File: src/rtl/precond_alu.sv
module precond_alu #(
  parameter int WIDTH = 16
) (
  input  logic [WIDTH-1:0] a_in,
  input  logic [WIDTH-1:0] b_in,
  input  logic             clr_a,
  input  logic             inv_a,
  input  logic             clr_b,
  input  logic             inv_b,
  input  logic             sel_add,
  input  logic             inv_out,
  output logic [WIDTH-1:0] result,
  output logic             is_zero,
  output logic             is_neg
);

  logic [WIDTH-1:0] a_clr, a_cond, b_clr, b_cond, core;

  assign a_clr  = clr_a ? '0 : a_in;
  assign a_cond = inv_a ? ~a_clr : a_clr;
  assign b_clr  = clr_b ? '0 : b_in;
  assign b_cond = inv_b ? ~b_clr : b_clr;

  assign core    = sel_add ? a_cond + b_cond : a_cond & b_cond;
  assign result  = inv_out ? ~core : core;
  assign is_zero = ~|result;
  assign is_neg  = result[WIDTH-1];

endmodule

File: config.mk
export PLATFORM = sky130hd
export DESIGN_NAME = precond_alu
export DESIGN_NICKNAME = d
export VERILOG_FILES = /design/src/rtl/precond_alu.sv
export SDC_FILE = /design/constraint.sdc
export NUM_CORES = 1
export LEC_CHECK = 0
export ABC_CLOCK_PERIOD_IN_PS = 4050
export BUFFER_PORTS_ARGS = -buffer_cell sky130_fd_sc_hd__buf_2
export CAP_MARGIN = 20
export CORE_ASPECT_RATIO = 0.9
export CORE_MARGIN = 2
export CORE_UTILIZATION = 45
export DETAILED_ROUTE_END_ITERATION = 10
export GPL_TIMING_DRIVEN = 0
export PLACE_DENSITY = 0.74
export SYNTH_ARGS = -nofsm -noshare
export SYNTH_HDL_FRONTEND = slang
export SYNTH_SLANG_ARGS = --single-unit
File: constraint.sdc
create_clock -name vclk -period 4.05
set_input_delay 0.6075 -clock vclk [all_inputs]
set_output_delay 0.6075 -clock vclk [all_outputs]
set_load 0.1 [all_outputs]
# Word level (Yosys, flattened, before mapping)
# Cells that the tools add are included.
[word_totals]
wordCells = 13
in_bits = 38
out_inout_bits = 18
regBits = 0
[op_classes]
addsub = 1
muxes = 6
bitwise = 4
n_reduce_logical = 2
[op_table]
columns = ["op", "n"]
rows = [
  ["two-way mux 16 bit", 6],
  ["inverter 16 bit", 3],
  ["adder 16 bit", 1],
  ["bitwise AND 16 bit", 1],
  ["OR reduction 16 bit", 1],
  ["logical NOT 1 bit", 1],
]

# Longest topological paths before layout
# Gate-level depths: netlist (run 1).
[logic_depth]
depth_word = 9
mapped_depth = 13
ltp_nobuf = 12

# Worst setup path after synthesis (run 1)
# OpenSTA, ideal clock, no wires.
[synth_timing]
path_kind = "input -> output"
from = "input inv_b"
to = "output is_zero"
path_slack_ns = -2.538
path_stages = 12
t_arrival_ns = 5.981
cell_sequence = "clkbuf_1 > buf_1 > xnor2_1 > fa_1 > a21o_1 > a211oi_2 > a311o_2 > mux2i_1 > a211oi_2 > xnor2_1 > or4_1 > nor4_2"
[synth_via]
elab_chain_len = 7
elab_cells_between_ends = 8
[synth_lines]
columns = ["item", "line", "text"]
rows = [
  ["start, declared", "9", "input logic inv_b,"],
  ["two-way mux 16 bit (*)", "22", "assign b_cond = inv_b ? ~b_clr : b_clr;"],
  ["adder 16 bit or bitwise AND 16 bit (tied branches)", "24", "assign core = sel_add ? a_cond + b_cond : a_cond & b_cond;"],
  ["two-way mux 16 bit (*)", "24", ""],
  ["inverter 16 bit", "25", "assign result = inv_out ? ~core : core;"],
  ["two-way mux 16 bit (*)", "25", ""],
  ["named net result[10]", "12", "output logic [WIDTH-1:0] result,"],
  ["OR reduction 16 bit (*)", "26", "assign is_zero = ~|result;"],
  ["logical NOT 1 bit (*)", "26", ""],
  ["end, declared", "13", "output logic is_zero,"],
]
# Mark *: on every way through the listed nets, which the timed path passes. The rest lies on a longest branch.

# Final worst setup path (run 1)
[layout_timing]
from = "input clr_b"
to = "output is_zero"
[layout_via]
elab_chain_len = 9
elab_cells_between_ends = 10
[layout_lines]
columns = ["item", "line", "text"]
rows = [
  ["start, declared", "8", "input logic clr_b,"],
  ["two-way mux 16 bit (*)", "21", "assign b_clr = clr_b ? '0 : b_in;"],
  ["inverter 16 bit", "22", ""],
  ["two-way mux 16 bit (*)", "22", ""],
  ["adder 16 bit or bitwise AND 16 bit (tied branches)", "24", ""],
  ["two-way mux 16 bit (*)", "24", ""],
  ["inverter 16 bit", "25", ""],
  ["two-way mux 16 bit (*)", "25", ""],
  ["OR reduction 16 bit (*)", "26", ""],
  ["logical NOT 1 bit (*)", "26", ""],
]
# Mark *: on every way between the ends. The rest lies on a longest branch, timed or not.

==> results of run 1 <==
area by class of cell:
cell class | count | area [sq um] | share of cell area
Buffer | 14 | 160 | 0.0578
Timing Repair Buffer | 67 | 449 | 0.162
Inverter | 9 | 36.3 | 0.0131
Multi-Input combinational cell | 223 | 2070 | 0.746
Tap cell | 46 | 57.6 | 0.0208
synth_stat cells, drive strengths merged, types with 2 or more instances:
master	instances	area share
a211o	2	0.0096
o211ai	6	0.025
a31oi	6	0.024
nor4	3	0.014
o2bb2ai	3	0.014
o21ai	7	0.019
a21o	6	0.025
o21a	2	0.0082
nand3b	2	0.0082
nor2b	3	0.010
a2111oi	2	0.023
or4	2	0.0082
nor3b	2	0.0082
a21oi	9	0.025
nor3	2	0.0055
nand4	3	0.010
buf	8	0.026
nor2	9	0.018
and3	4	0.016
inv	9	0.018
nand2b	36	0.12
and2	5	0.017
mux2i	9	0.051
clkbuf	6	0.012
ha	16	0.11
nand2	10	0.020
nand3	6	0.016
xnor2	52	0.25
a211oi	6	0.030
critical path, delay by kind of cell:
| family | cells | cell delay (ps) |
|---|---|---|
| fa+ha+maj | 2 | 530 |
| simple gates | 3 | 730 |
| buf+inv | 3 | 490 |
| compound gates | 5 | 1100 |
| xor+xnor | 2 | 310 |
logic make-up after synthesis:
family,synth area share
AOI/OAI and AO/OA,0.233
xor gates and xnor gates,0.249
adders and majority gates,0.120
buffers and inverters,0.0567
muxes,0.0574
and+or+nand+nor,0.284
metrics by stage:
step / instance area [sq um] / hold WS (ps)
CTS: 2720 / 1850
finish: 2770 / 1850
global placement: 2470 / 1830
global route: 2770 / 1880
detailed placement: 2480 / 1850
floorplan: 2150 / 1720
layer usage:
metal,vias to the layer above,GRT usage
li1,1011,-
met1,890,0.308
met2,64,0.369
met3,2,0.00156
met4,0,0.0118
met5,-,0
worst max path at each step:
stage / start / slack, ps / cells past startpoint / endpoint
after floorplan: inv_a / -1650 / 12 / is_zero
after global placement: clr_b / -770 / 14 / is_zero
after detailed placement: clr_b / -800 / 14 / is_zero
after CTS: clr_b / -320 / 15 / is_zero
after global routing: clr_a / -460 / 15 / is_zero
final: clr_b / -330 / 15 / is_zero
report_power, final:
| group | switching, mW | leakage (nW) | internal (mW) |
|---|---|---|---|
| clock | 0 | 0 | 0 |
| combinational | 0.724 | 1.18 | 0.399 |
| sequential | 0 | 0 | 0 |
| total | 0.724 | 1.18 | 0.399 |
timing repair:
item	CTS	global route
hold buffers	0	0
pin swaps	16	4
resized for setup	35	15
buffers inserted	14	2
endpoints found under the setup margin	10	8
==> summary.md, run 1 <==
The run finished, with violations left. The checks that failed: negative setup slack. The type of the worst min-delay path is in2out.

The worst stage delay on the critical path was 440 ps. In the finished design the tool counted flip-flops and latches totalling 0. After detailed routing, the average wire length per cell comes to 13.8 um. The ratio of cells with drive above 1 in the final layout came out at 0.409. The number of filler instances in the final layout was 312; the peak clock frequency supported by timing was 0.228 GHz.

A synthesized cell averages 7.45 sq um. The weighted congestion reported at the end of routability-driven placement was 0.873. The area growth from synthesis to layout is 51.3%.

The shortest clock period the worst path allows after layout is 4380 ps. Along the worst path, the maximum fanout reaches 5. The global router's overall resource usage was 0.212.

The tools report the total number of vias as 1967. After synthesis the cells add up to 1830 sq um. Across the VDD grid, the largest voltage drop is 0.255 mV. The number of failing setup endpoints in the final timing report is 1, and the sum of net half-perimeters after detailed placement is 3940 um. The worst path setup slack after routing is -329 ps, and the via density per instance is 5.48.

For the final routed database, the setup TNS stands at -329 ps. Data arrives at the worst endpoint at 3770 ps. The slowest cell on the critical path is or4_4. The worst slew slack as a fraction of its limit was 0.617; the horizontal die dimension was 71.3 um. The portion of the clock cycle consumed by the worst path in the final layout is 1.08, and the net count after synthesis is 301. The routed length on met1 was 2320 um; the global-route wire length before repair was 8220 um. The first TritonRoute pass finished after 5 iterations. The remaining antenna violation count is 0, and the number of diodes added for antenna fixing is 0.

The worst hold path terminates at result[9]. Starting DRC count in detailed routing: 160. Leaving out fill and tap cells, the most frequent cell in the layout is buf_2. The tools report the start point of the worst min-delay path as inv_out. Summed over all layers, the global routing overflow is 0. Synthesis handed over a netlist of 246 instances.

The logs give 4950 um for the detailed-route wire length and 0 for the total count of hold-check failures in the final report. The tools report the met2 wire length as 2360 um. The core occupancy in the finished layout came out at 0.727.

In this run the tool buffered the top-level ports with 53 buffer cells. The power per unit of standard cell area came out at 405 nW/um^2. The height of the chip came out at 64.5 um.

The tools report the total number of yosys warnings as 0. Leaving out fill and tap cells, the most frequent cells in the layout are 45 x buf_2, 34 x xnor2_1, 33 x nand2b_1. The count of cells in the finished layout, fillers not included, comes to 359. The data required time at the worst endpoint came out at 3440 ps. The logs give 1830 for the number of global-route vias before repair and 21 for the number of rows created at floorplan. Max-cap violations in this run came to 0. Sort of element at the start of the critical path: an input port. In the final layout, flip-flops and latches occupy 0 sq um. The met3 wire length was 253 um. The top layer used by detailed routing was met4.

Counting tap cells, the placed design contains a total of 346 instances. The run gives 0 as the remaining routing DRC violations. After layout, the clock buffer instance count stands at 0. Entering global routing, the biggest net connects 11 pins. The overall power consumption came out at 1.12 mW. Setup repair after global routing could not meet its margin everywhere.

The region available for standard cell placement spans 3810 sq um. The netlist uses 49 different library cells. Before CTS, the worst setup slack after placement is -801 ps. Final-stage net count: 370. The worst setup path is captured at an output pin.

Proportion of synthesized chip area in sequential cells: 0. The logs give 0.481 for the starting utilization of the core area and 1.18 nW for the reported leakage power. The tools report the top-level I/O count as 56. The slew at the pin with the worst max-slew slack came out at 575 ps. The number of antenna violations at the first check in global routing is 0. The number of max-slew violations in the final report is 0, and the hold path depth is 3. The worst setup path is of the in2out kind. Walking the worst path, the cells encountered are buf_8 -> nand2b_4 -> xnor2_2 -> ha_2 -> fa_2 -> a21o_1 -> buf_6 -> a2111oi_4 -> o211ai_1 -> a31oi_1 -> xnor2_1 -> o211ai_1 -> or4_4 -> nor4_4 -> buf_6. Die footprint: 4600 sq um.
(Power assumes the default switching activity.)
==> run 2, diff against run 1 <==
--- a/config.mk
+++ b/config.mk
@@ -14,6 +14,8 @@
 export DETAILED_ROUTE_END_ITERATION = 10
 export GPL_TIMING_DRIVEN = 0
 export PLACE_DENSITY = 0.74
+export SETUP_SLACK_MARGIN = 0.02
+export SLEW_MARGIN = 10
 export SYNTH_ARGS = -nofsm -noshare
 export SYNTH_HDL_FRONTEND = slang
 export SYNTH_SLANG_ARGS = --single-unit
==> run 2 against run 1 <==
Routed wire length increased by 1.2%. Critical path depth down 1. Critical path type unchanged. The flow still finishes with violations (negative setup slack). Final area grew 4.9%. Via count grew 0.76%. Global-route usage grew 0.61 points. Fmax fell by 0.28%. Clock-buffer cell count stayed put. Worst hold slack got worse by 7.7 ps. Sequential share of layout area did not move. Worst setup slack worse by 12 ps. First-iteration DRC count down 11%. Critical endpoint unchanged. Combinational power grew 5%.
==> summary.md, run 2 (same netlist as run 1, synthesis figures left out) <==
The standard cell area after detailed placement came out at 2490 sq um (about the same). The setup path with the least slack is of type in2out. The tools report the met2 global-route usage as 0.384 (+0.0150). The peak clock frequency supported by timing is 0.228 GHz (-0.28%), and the maximum vdd drop is 0.183 mV (-28%). The busiest metal layer after global routing is met2.

The final sum of negative setup slack is -431 ps (-102 ps), and the data required time at the worst endpoint is 3440 ps (about the same). The met3 routing resource usage after global routing is 0.00622 (+0.00467). The path with the worst hold slack has its endpoint at result[9]. Post-route standard cell area excluding fillers: 2910 sq um (+4.9%). The critical path arrival was 3780 ps (about the same). The global-route wire length before repair came out at 8370 um (+1.8%).

From synthesis to final layout, the design area changed by 58.7%. The sum of net half-perimeters after detailed placement was 3810 um (-3.4%); the weighted congestion reported at the end of routability-driven placement was 0.833 (-4.6%). The routed wire length per instance was 13.7 um (-0.72%); the number of diodes added for antenna fixing was 0 (unchanged). The path class of the tightest hold or removal check is in2out. The number of port buffers is 53 (unchanged), and the horizontal die dimension is 71.3 um (unchanged). The minimum hold slack was 1850 ps (-7.69 ps).

The global route total overflow was 0 (unchanged). Max-capacitance violation count: 0 (unchanged). The reported leakage power is 1.25 nW (+5.7%), and the portion of the clock cycle consumed by the worst path in the final layout is 1.08 (+0.00305). Top fanout value on the critical path: 7 (+2).

The starting DRC count in detailed routing came out at 143 (-11%). The tools report the global router's overall resource usage as 0.218 (+0.00610). The hold path depth came out at 3 (unchanged). The number of failing setup endpoints in the final timing report is 3 (+2). The power per unit of standard cell area works out to 405 nW/um^2 (about the same). For the length of the first detailed-routing pass in iterations, the log shows 4 (-1).

The worst setup path is launched from an input port. The number of global-route vias before repair was 1825 (-0.27%). The flow ran to the end, but the final reports show violations. The remaining antenna violation count was 0 (unchanged).

The run gives -780 ps (+20.5 ps) as the post-place setup slack. The checks that failed: negative setup slack. Leaving out fill and tap cells, the most frequent cells in the layout are 46 x buf_2, 32 x nand2b_1, 32 x xnor2_1. The area taken by flip-flops and latches was 0 sq um (unchanged); the count of placed standard cells in the final layout, fillers left out was 366 (+1.9%). The worst slew slack as a fraction of its limit is 0.597 (-0.0199). The shortest clock period the worst path allows after layout was 4390 ps (+12.3 ps). The ratio of cells with drive above 1 in the final layout is 0.447 (+0.0379), and the slew at the pin with the worst max-slew slack is 605 ps (+29.8 ps). Setup repair after global routing could not meet its margin everywhere. The worst path setup slack after routing was -342 ps (-12.3 ps). The run gives 4600 sq um (unchanged) as the die footprint. The worst hold path begins at inv_out. The detailed-route wire length is 5010 um (+1.2%), and the remaining routing DRC violations is 0 (unchanged).

The run gives 0.481 (unchanged) as the starting utilization of the core area. The commonest non-fill, non-tap cell in the layout is buf_2. The total count of hold-check failures in the final report was 0 (unchanged); the overall power consumption was 1.18 mW (+5.0%). The standard cell core area is 3810 sq um (unchanged). The number of filler instances in the final layout was 270 (-13%).

For the pin count of the biggest net entering global routing, the log shows 11 (unchanged). The via density per instance works out to 5.42 (-1.2%). The met1 layer usage reported by global route was 0.304 (-0.00404); the total of hold buffers inserted after clock tree synthesis was 0 (unchanged).

The run gives 1982 (+0.76%) as the total number of vias. The number of antenna violations at the first check in global routing came out at 0 (unchanged). Number of rows created at floorplan: 21 (unchanged). Core occupancy in the finished layout: 0.763 (+0.0355).

The height of the chip is 64.5 um (unchanged), and the instance count after placement with tap cells included is 345 (-0.29%). The number of max-slew violations in the final report was 0 (unchanged); the top-level I/O count was 56 (unchanged). The final-stage net count was 377 (+1.9%). The category of the worst setup path capture point is an output pin.

Count of sequential standard cells: 0 (unchanged). The count of clock-net buffers in the final layout was 0 (unchanged).
[run 2: report_power, final]
group          internal [mW]  total [mW]  leakage [nW]  switching, mW
clock network              0           0             0              0
registers                  0           0             0              0
logic                  0.441        1.18          1.25          0.737
[run 2: cell type report]
class / count / area [sq um] / area share
Multi-Input combinational cell: 223 / 2140 / 0.736
Timing Repair Buffer: 74 / 519 / 0.179
Buffer: 14 / 158 / 0.0542
Tap cell: 46 / 57.6 / 0.0198
Inverter: 9 / 33.8 / 0.0116
[run 2: worst max-delay path: stages]
cell and delay, ps:
buf_6 110, nand2b_4 140, xnor2_2 130, ha_2 190, fa_2 350, a21o_1 230
a211oi_2 250, a311o_2 270, mux2i_1 100, a211oi_2 320, xnor2_4 90, or4_4 560
nor4_4 160, buf_6 260
[run 2: worst max-delay path by stage]
stage                    to  depth (start not counted)   from
global route        is_zero                         14  clr_a
detailed placement  is_zero                         14  clr_b
floorplan           is_zero                         12  inv_a
CTS                 is_zero                         14  clr_b
global placement    is_zero                         14  clr_b
finish              is_zero                         14  clr_a
[run 2: metal layers]
layer,part of all wire,routed length [um],up-vias
met5,0,0,-
met4,0.0030,15,0
met3,0.051,254,2
met2,0.50,2490,68
met1,0.45,2260,892
li1,-,-,1020
[run 2: repair_timing]
action	CTS	global route
cloned	0	0
endpoints found under the setup margin	10	9
resized for setup	37	19
pin swaps	21	10
setup buffers	14	7
==> run 3, diff against run 2 <==
--- a/config.mk
+++ b/config.mk
@@ -13,7 +13,7 @@
 export CORE_UTILIZATION = 45
 export DETAILED_ROUTE_END_ITERATION = 10
 export GPL_TIMING_DRIVEN = 0
-export PLACE_DENSITY = 0.74
+export PLACE_DENSITY = 0.81
 export SETUP_SLACK_MARGIN = 0.02
 export SLEW_MARGIN = 10
 export SYNTH_ARGS = -nofsm -noshare
==> run 3 against run 2 <==
The run still ends with negative setup slack left. Routed wire length is 5.5% higher. Global-route usage up 0.054 points. Combinational power barely moved. Critical endpoint unchanged. Largest cell class unchanged. Core utilization up 0.76 points. Worst setup slack worse by 15 ps. Die area unchanged. Sequential cell count unchanged.
==> summary.md, run 3 (same netlist as run 1, synthesis figures left out) <==
The flow ran to the end, but the final reports show violations. The maximum vdd drop was 0.279 mV (+53%); the total count of hold-check failures in the final report was 0 (unchanged). For the die footprint, the log shows 4600 sq um (unchanged).

The tools report the reported leakage power as 1.26 nW (+0.48%). For the number of global-route vias before repair, the log shows 1838 (+0.71%). Among all stages on the critical path, the largest delay is contributed by or4_4. The global route total overflow was 0 (unchanged).

For the max-capacitance violation count, the log shows 0 (unchanged). The number of port buffers is 53 (unchanged). The logs give 0.481 (unchanged) for the starting utilization of the core area and 5290 um (+5.5%) for the detailed-route wire length. For the standard cell core area, the log shows 3810 sq um (unchanged). The weighted congestion reported at the end of routability-driven placement is 0.900 (+8.0%), and the pin count of the biggest net entering global routing is 11 (unchanged). The tools report the number of max-slew violations in the final report as 0 (unchanged). The global-route wire length before repair is 8450 um (+0.99%). The data required time at the worst endpoint is 3440 ps (about the same).

The global router's overall resource usage was 0.219 (+0.000538). The number of rows created at floorplan was 21 (unchanged). The count of clock-net buffers in the final layout came out at 0 (unchanged). The worst hold path belongs to the class in2out. The layout overhead on the synthesized area is 60.2%. For the starting DRC count in detailed routing, the log shows 89 (-38%). The library cell used most frequently in the layout, excluding fill and tap cells, is buf_2. The tools report the peak clock frequency supported by timing as 0.227 GHz (-0.34%). The length of the first detailed-routing pass in iterations came out at 4 (unchanged). The critical path arrival is 3800 ps (+20 ps), and the routed wire length per instance is 14.7 um (+7.0%).

The final-stage net count was 372 (-1.3%); the top fanout value on the critical path was 6 (-1). The height of the chip is 64.5 um (unchanged), and the top-level I/O count is 56 (unchanged). The worst setup path is launched from an input port.

Setup repair after global routing could not meet its margin everywhere. The tools report the total number of vias as 2023 (+2.1%). The top cell types in the final layout, fill and taps aside, are 47 x buf_2, 30 x xnor2_1, 28 x nand2b_1. Walking the worst path, the cells encountered are buf_8 -> buf_8 -> nand2b_4 -> xnor2_4 -> ha_4 -> a211o_4 -> a31oi_4 -> o211ai_1 -> mux2i_1 -> nand3_2 -> xnor2_4 -> or4_4 -> nor4_4 -> buf_6. The remaining routing DRC violations was 0 (unchanged). The logs give 0 (unchanged) for the remaining antenna violation count and 1.17 mW (-0.95%) for the overall power consumption.

The portion of the clock cycle consumed by the worst path in the final layout is 1.09 (+0.00372). The sum of net half-perimeters after detailed placement is 3870 um (+1.6%). The number of diodes added for antenna fixing is 0 (unchanged).

The worst path setup slack after routing came out at -357 ps (-15.1 ps). The worst stage delay on the critical path is 530 ps (-30 ps). The final reports fail on negative setup slack.

The ratio of cells with drive above 1 in the final layout came out at 0.473 (+0.0261). The logs give 0 (unchanged) for the number of antenna violations at the first check in global routing and 0 sq um (unchanged) for the area taken by flip-flops and latches. The slew at the pin with the worst max-slew slack came out at 613 ps (+8.12 ps).

The worst setup path is of the in2out kind. The tools report the count of sequential standard cells as 0 (unchanged). STA classifies the critical path endpoint as an output pin. The worst slew slack as a fraction of its limit was 0.591 (-0.00542). The post-place setup slack was -830 ps (-49.4 ps). The via density per instance is 5.60 (+3.5%), and the horizontal die dimension is 71.3 um (unchanged). The shortest clock period the worst path allows after layout was 4410 ps (+15.1 ps).

The number of failing setup endpoints in the final timing report was 1 (-2); the power per unit of standard cell area was 398 nW/um^2 (-1.9%).
-- run 3: cell types whose count changed in the layout (fill, tap and decap cells not counted), moves of 2 or more --
cell and delta:
xnor2_2 +2, buf_4 -2, ha_1 -3, nand2b_1 -4
buf_6 -4, nand2b_4 +4, ha_2 +2, xnor2_1 -2
buf_12 -2
-- run 3: what timing repair did --
action                     in CTS  in global routing
buffers inserted               12                  5
pin swaps                      20                 12
setup endpoints to repair      10                  6
hold endpoints to repair        0                  0
gates resized for setup        38                 30
hold buffers                    0                  0
-- run 3: area by class of cell --
cell class,instances,area [sq um]
repair buffers,70,463
well taps,46,57.6
inverters,9,33.8
multi-input cells,223,2240
fillers,257,875
plain buffers,13,141
-- run 3: metal layers --
| metal | global-route usage | share of wire | vias up |
|---|---|---|---|
| met5 | 0 | 0 | - |
| met4 | 0.0212 | 0.0078 | 0 |
| met3 | 0.00311 | 0.056 | 6 |
| met2 | 0.399 | 0.51 | 82 |
| met1 | 0.298 | 0.43 | 925 |
| li1 | - | - | 1010 |
-- run 3: path summary, 6_finish.rpt --
kind / startpoint / end / slack [ps] / cells past startpoint
max: clr_b / is_zero / -360 / 14
min: inv_out / result[9] / 1850 / 3
-- run 3: stage by stage --
stage	area, sq um	hold WS [ps]	utilization	std cells	TNS (ps)
5_1_grt	2940	1870	0.770	361	-517
3_5_place_dp	2490	1850	0.653	345	-2620
6_report	2940	1850	0.770	361	-357
4_1_cts	2770	1850	0.727	357	-302
2_1_floorplan	2160	1720	-	246	-1650
3_3_place_gp	2480	1840	0.652	345	-2260
-- run 3: power breakdown --
part | switching (mW) | total, mW | internal [mW] | leakage [nW]
sequential | 0 | 0 | 0 | 0
combinational | 0.747 | 1.17 | 0.420 | 1.26
clock | 0 | 0 | 0 | 0
total | 0.747 | 1.17 | 0.420 | 1.26
-- run 3: critical path, delay by kind of cell --
kind	cells	cell delay, ps
simple gates	4	1020
fa+ha+maj	1	230
xor+xnor	2	370
mux	1	280
compound gates	3	780
buf+inv	3	480
